===== src/rtl/ckstop_pkg.sv =====
package ckstop_pkg;
    typedef enum logic {
        GATE_HOLD = 1'b0,
        GATE_PASS = 1'b1
    } gate_e;
endpackage


===== src/rtl/ckstop_sync.sv =====
module ckstop_sync #(
    parameter logic RST_VAL = 1'b1
) (
    input  logic clk,
    input  logic rst_n,
    input  logic d,
    output logic q
);
    typedef struct packed {
        logic [1:0] stg;
    } sync_s;

    sync_s st_d, st_q;

    always_comb begin
        st_d     = st_q;
        st_d.stg = {st_q.stg[0], d};
    end

    always_ff @(posedge clk or negedge rst_n) begin
        if (!rst_n) st_q <= '{stg: {2{RST_VAL}}};
        else        st_q <= st_d;
    end

    assign q = st_q.stg[1];
endmodule


===== src/rtl/ckstop_div.sv =====
module ckstop_div #(
    parameter int unsigned DIV = 4
) (
    input  logic clk,
    input  logic rst_n,
    output logic base_nx,
    output logic at_fall
);
    localparam int unsigned CW = $clog2(DIV);
    localparam logic [CW-1:0] LAST_C  = CW'(DIV - 1);
    localparam logic [CW-1:0] HALF_C  = CW'(DIV / 2);
    localparam logic [CW-1:0] PRE_C   = CW'(DIV / 2 - 1);

    typedef struct packed {
        logic [CW-1:0] cnt;
    } div_s;

    div_s st_d, st_q;

    always_comb begin
        st_d = st_q;
        if (st_q.cnt == LAST_C) st_d.cnt = '0;
        else                    st_d.cnt = st_q.cnt + CW'(1);
        base_nx = (st_d.cnt < HALF_C);
        at_fall = (st_q.cnt == PRE_C);
    end

    always_ff @(posedge clk or negedge rst_n) begin
        if (!rst_n) st_q <= '{cnt: '0};
        else        st_q <= st_d;
    end
endmodule


===== src/rtl/ckstop_gate.sv =====
module ckstop_gate
    import ckstop_pkg::*;
(
    input  logic clk,
    input  logic rst_n,
    input  logic want,
    input  logic at_fall,
    input  logic base_nx,
    output logic gclk
);
    typedef struct packed {
        gate_e gate;
        logic  out;
    } gate_s;

    gate_s st_d, st_q;

    always_comb begin
        st_d = st_q;
        if (at_fall) st_d.gate = want ? GATE_PASS : GATE_HOLD;
        st_d.out = base_nx && (st_d.gate == GATE_PASS);
    end

    always_ff @(posedge clk or negedge rst_n) begin
        if (!rst_n) st_q <= '{gate: GATE_HOLD, out: 1'b0};
        else        st_q <= st_d;
    end

    assign gclk = st_q.out;
endmodule


===== src/rtl/clk_stop_ctrl.sv =====
module clk_stop_ctrl #(
    parameter int unsigned N   = 3,
    parameter int unsigned DIV = 4
) (
    input  logic         clk,
    input  logic         rst_n,
    input  logic         stop_pin_n,
    input  logic         reg_we,
    input  logic         reg_run_wr,
    input  logic [N-1:0] reg_mask_wr,
    input  logic [N-1:0] out_en,
    output logic [N-1:0] gclk,
    output logic         run_status
);
    typedef struct packed {
        logic         run;
        logic [N-1:0] mask;
    } ctl_s;

    ctl_s         ctl_d, ctl_q;
    logic         pin_s;
    logic         base_nx;
    logic         at_fall;
    logic [N-1:0] want;
    logic [N-1:0] mask_cur;

    always_comb begin
        ctl_d = ctl_q;
        if (reg_we) begin
            ctl_d.run  = reg_run_wr;
            ctl_d.mask = reg_mask_wr;
        end
    end

    always_ff @(posedge clk or negedge rst_n) begin
        if (!rst_n) ctl_q <= '{run: 1'b1, mask: '0};
        else        ctl_q <= ctl_d;
    end

    ckstop_sync #(.RST_VAL(1'b1)) u_sync (
        .clk   (clk),
        .rst_n (rst_n),
        .d     (stop_pin_n),
        .q     (pin_s)
    );

    ckstop_div #(.DIV(DIV)) u_div (
        .clk     (clk),
        .rst_n   (rst_n),
        .base_nx (base_nx),
        .at_fall (at_fall)
    );

    assign run_status = pin_s & ctl_q.run;
    assign mask_cur   = ctl_q.mask;

    for (genvar i = 0; i < N; i++) begin : g_out
        assign want[i] = out_en[i] & (ctl_q.mask[i] | run_status);
        ckstop_gate u_gate (
            .clk     (clk),
            .rst_n   (rst_n),
            .want    (want[i]),
            .at_fall (at_fall),
            .base_nx (base_nx),
            .gclk    (gclk[i])
        );
    end
endmodule


===== config.mk =====
export PLATFORM = sky130hd
export DESIGN_NAME = clk_stop_ctrl
export DESIGN_NICKNAME = d
export VERILOG_FILES = /design/src/rtl/ckstop_pkg.sv /design/src/rtl/ckstop_sync.sv /design/src/rtl/ckstop_div.sv /design/src/rtl/ckstop_gate.sv /design/src/rtl/clk_stop_ctrl.sv
export SDC_FILE = /design/constraint.sdc
export NUM_CORES = 1
export LEC_CHECK = 0
export BUFFER_PORTS_ARGS = -buffer_cell sky130_fd_sc_hd__buf_4
export CORE_ASPECT_RATIO = 1.5
export CORE_UTILIZATION = 25
export DETAILED_ROUTE_END_ITERATION = 10
export HOLD_SLACK_MARGIN = 0.05
export PLACE_DENSITY = 0.49
export SETUP_SLACK_MARGIN = 0.3
export SYNTH_ARGS = -nofsm -noshare
export SYNTH_HDL_FRONTEND = slang
export SYNTH_SLANG_ARGS = --single-unit

===== constraint.sdc =====
create_clock -name clk -period 1.2 [get_ports clk]
set_input_delay 0.24 -clock clk [delete_from_list [all_inputs] [get_ports clk]]
set_output_delay 0.24 -clock clk [all_outputs]
set_load 0.05 [all_outputs]

=== Yosys cells after proc, flatten, opt, wreduce, memory -nomap -nowiden ===
Index checks and enable logic that the tools add are counted.

* Register bits: 14
* Bits of input ports: 11
* Output and inout port bits: 4

* $add $sub $neg: 1
* $lt $le $gt $ge: 1
* Eq/ne operators: 2
* Multiplexer cells: 7
* Bitwise logic cells: 7
* Reductions and logical operators: 3

{| class="wikitable"
|+ Operators with widths
! cell !! number
|-
| 1-bit 2-to-1 mux || 6
|-
| 1-bit bitwise AND || 4
|-
| 1-bit logical AND || 3
|-
| 1-bit OR || 3
|-
| 2-bit by 1-bit adder with 2-bit output, second input constant || 1
|-
| 2-bit by 1-bit == test with 1-bit output, second input constant || 1
|-
| 2-bit == test, second input constant || 1
|-
| 2-bit < comparator, second input constant || 1
|-
| 2-bit 2-to-1 mux || 1
|}

=== Depth between registers and ports, before layout ===
* Depth after elaboration: 6
* Depth in mapped cells: 5
* Mapped depth without buffers: 4

=== Cells and area by module ===
From an unflattened synthesis, not the netlist that was laid out.

* Cells, all modules: 33
* Area, all modules: 535.5 um2

{| class="wikitable"
|+ Modules (own cells, without submodules)
! module !! times used !! cells each !! area each (um2) !! sequential area each (um2)
|-
| ckstop_gate || 3 || 4 || 73.8 || 50.0
|-
| clk_stop_ctrl || 1 || 12 || 175.2 || 101.3
|-
| ckstop_div || 1 || 7 || 86.3 || 50.0
|-
| ckstop_sync || 1 || 2 || 52.6 || 52.6
|}

=== Least setup slack after synthesis ===
No wires, ideal clock.

* Path type: register to output
* From: register ctl_q[3] in the netlist's numbering
* To: output run_status
* Arrival time: 0.953 ns
* Data required time: 0.960 ns
* Slack: 0.007 ns
* Cell stages (with the launch flop): 3
* Buffers on the path: 0
* Cells stage by stage: dfstp_2 > nand2_1 > inv_1

* Word-level cells in the longest chain between the ends: 1

{| class="wikitable"
|+ Ends and longest elaborated chain
! item !! RTL line !! RTL
|-
| from (decl) || clk_stop_ctrl.sv:20 || <nowiki>ctl_s ctl_d, ctl_q;</nowiki>
|-
| from (signal assigned) || clk_stop_ctrl.sv:36 || <nowiki>if (!rst_n) ctl_q <= '{run: 1'b1, mask: '0};</nowiki>
|-
| from (signal assigned) || clk_stop_ctrl.sv:37 || <nowiki>else ctl_q <= ctl_d;</nowiki>
|-
| 1-bit bitwise AND || clk_stop_ctrl.sv:54 || <nowiki>assign run_status = pin_s & ctl_q.run;</nowiki>
|-
| to (decl) || clk_stop_ctrl.sv:13 || <nowiki>output logic run_status</nowiki>
|}

No other way between the ends.

=== Final worst setup path ===
Ends and elaborated chain as after synthesis.

==> impl_metrics.json <==
{
  "grt_pass1_wl_um": 1660,
  "die_x_um": 40.5,
  "fin_crit_sh": 1.11,
  "cts_buffer_depth": 2,
  "p_seq_frac": 0.538,
  "power_density_nw_per_um2": 1110,
  "setup_viol": 4,
  "finalNonFillerCells": 90,
  "drv_cap": 0,
  "p_leak_nw": 0.386,
  "cts.htree.levels": 1,
  "utilization": 0.426,
  "num_io_pins": 15,
  "p_comb_frac": 0.179,
  "clock_power_share": 0.283,
  "numCtsBuffers": 3,
  "rows": 20,
  "crit_family": "flip-flops",
  "vias_per_cell": 4.58,
  "fmax_mhz": 750,
  "final_area_um2": 875,
  "core_area_um2": 2050,
  "post_drt_wl_per_cell_um": 11.7,
  "cpPeakStageDelay_ns": 0.56,
  "required_ns": 0.96,
  "routabilityCongestion": 0.675,
  "area_delta_synth_final_pct": 57.4,
  "fin_crit_ns": 1.33,
  "grt_use_total": 0.107,
  "cp_cell_sequence": "nand2_4 > clkinvlp_4 > buf_8",
  "syn_area_um2": 556,
  "drive_gt1_frac": 0.632,
  "ys_ff_latch": 14,
  "crit_type": "register to output pin",
  "finalHoldViolCount": 0,
  "fillers": 215,
  "path_buf_inv": 2,
  "rsz0062_at_grt": "yes",
  "fp.dieH_um": 59.7,
  "num_antenna_cells": 0,
  "antenna_found_initial": 0,
  "arrival_ns": 1.09,
  "start_util": 0.271,
  "placed_cells": 77,
  "insertion_delay_ns": 0.28,
  "setup_ws_ns": -0.133,
  "clkTransAtPathRegs_ns": 0.08,
  "status": "finished, violations left",
  "p_int_uw": 719,
  "cts-root-buf": "clkbuf_4",
  "p_sw_frac": 0.262,
  "grt.overflow.total": 0,
  "drt-total-wl_um": 1050,
  "final_cell_mix": "buf_4 (16), dfrtp_1 (11), buf_6 (6)",
  "worst_pin_slew_ns": 0.208,
  "switching_power_uw": 255,
  "ir_drop_mv": 0.741,
  "vias": 412,
  "placedInstanceArea_um2": 671,
  "synth_area_per_cell_um2": 12.6,
  "ant_nets": 0,
  "drtIter0Drc": 4,
  "drcViolationCount": 0,
  "grt_pass1_vias": 402,
  "startpoint_type": "register",
  "critical-path-slowest-cell": "dfstp_2",
  "cp-end-kind": "output pin",
  "dp_slack_ns": 0.0105,
  "final_common_cell": "buf_4",
  "fin_skew_ns": 0.00421,
  "synth_cell_types": 13,
  "synthCells": 44,
  "slew_viol_final": 0,
  "io_buffers": 14,
  "nNetsFinal": 82,
  "crit_fanout": 2,
  "synth-seq-area-share": 0.637,
  "ys_warn_count": 0,
  "violations": "negative setup slack",
  "synth_fp_nets": 57,
  "hold-worst-slack_ns": 0.0651,
  "cts_tree": "yes",
  "first_pass_iters": 5,
  "relSlewSlack": 0.859,
  "die_area_um2": 2420,
  "grt_max_degree": 15,
  "cts_sinks": 14,
  "hold_class": "input pin to register"
}
==> cell type report <==
type	instances	area (µm²)	share of cell area
Clock buffer	4	26.3	0.0300
Timing Repair Buffer	24	213	0.243
Sequential cell	14	354	0.405
Multi-Input combinational cell	20	228	0.260
Tap cell	22	27.5	0.0315
Inverter	6	26.3	0.0300
==> power groups by stage <==
| stage | registers (mW) | logic, mW | clock network, mW |
|---|---|---|---|
| global placement | 0.527 | 0.132 | 0 |
| finish | 0.525 | 0.174 | 0.276 |
| CTS | 0.525 | 0.174 | 0.288 |
| floorplan | 0.525 | 0.0855 | 0 |
| detailed placement | 0.527 | 0.133 | 0 |
| global route | 0.528 | 0.188 | 0.306 |
==> repair_timing <==
item | 4_1_cts | 5_1_grt
hold buffers | 1 | 0
endpoints found under the hold margin | 14 | 0
setup buffers | 6 | 2
gates resized for setup | 18 | 5
pin swaps | 5 | 5
endpoints found under the setup margin | 11 | 12
==> cells by family after synthesis <==
kind of cell | synth area share
AO/OA/AOI/OAI | 0.108
adder cells (fa/ha/maj) | 0.0450
buffers and inverters | 0.101
flip-flops | 0.637
multiplexers | 0.0743
AND/OR/NAND/NOR | 0.0338
==> cell usage after synthesis <==
cell | n | area [µm²]
nor2_1 | 1 | 3.75
o21ai_0 | 3 | 15.0
inv_1 | 6 | 22.5
nand2_1 | 4 | 15.0
a311oi_1 | 3 | 26.3
mux2i_1 | 3 | 30.0
buf_4 | 3 | 22.5
mux2_2 | 1 | 11.3
a31oi_1 | 3 | 18.8
dfrtp_1 | 11 | 275
ha_1 | 2 | 25.0
buf_6 | 1 | 11.3
dfstp_2 | 3 | 78.8
==> metrics by stage <==
step	TNS [ns]	total power [mW]
3_3_place_gp	0	0.659
3_5_place_dp	0	0.660
2_1_floorplan	0	0.610
5_1_grt	-0.491	1.02
4_1_cts	-0.148	0.986
6_report	-0.300	0.975
==> path summary, 6_finish.rpt <==
path	from	to	cells after the start	slack, ns
worst max-delay path	ctl_q[3]	run_status	3	-0.13
worst min-delay path	stop_pin_n	u_sync.st_q[0]	1	0.07
worst max register to register	ctl_q[3]	g_out[1].u_gate.gclk	5	-0.07
worst min register to register	u_sync.st_q[0]	u_sync.st_q[1]	0	0.36
max in group asynchronous	rst_n	u_sync.st_q[0]	2	0.63
min in group asynchronous	rst_n	g_out[0].u_gate.st_q[1]	2	0.33
==> state kept, by name, summed over array words and instances (netlist names) <==
| name | cells |
|---|---|
| u_sync.st_q | 2 |
| g_out.u_gate.gclk | 3 |
| ctl_q | 1 |
| g_out.u_gate.st_q | 3 |
| u_div.st_q | 2 |
| mask_cur | 3 |
==> metal layers <==
layer,share of wire,track usage,routed length [µm],vias to the layer above
met2,0.53,0.168,556,11
met5,0,0,0,-
li1,-,-,-,195
met1,0.39,0.111,407,202
met3,0.048,0.0335,51,4
met4,0.036,0.0857,38,0
No activity file was read; power rests on OpenSTA's default activity.
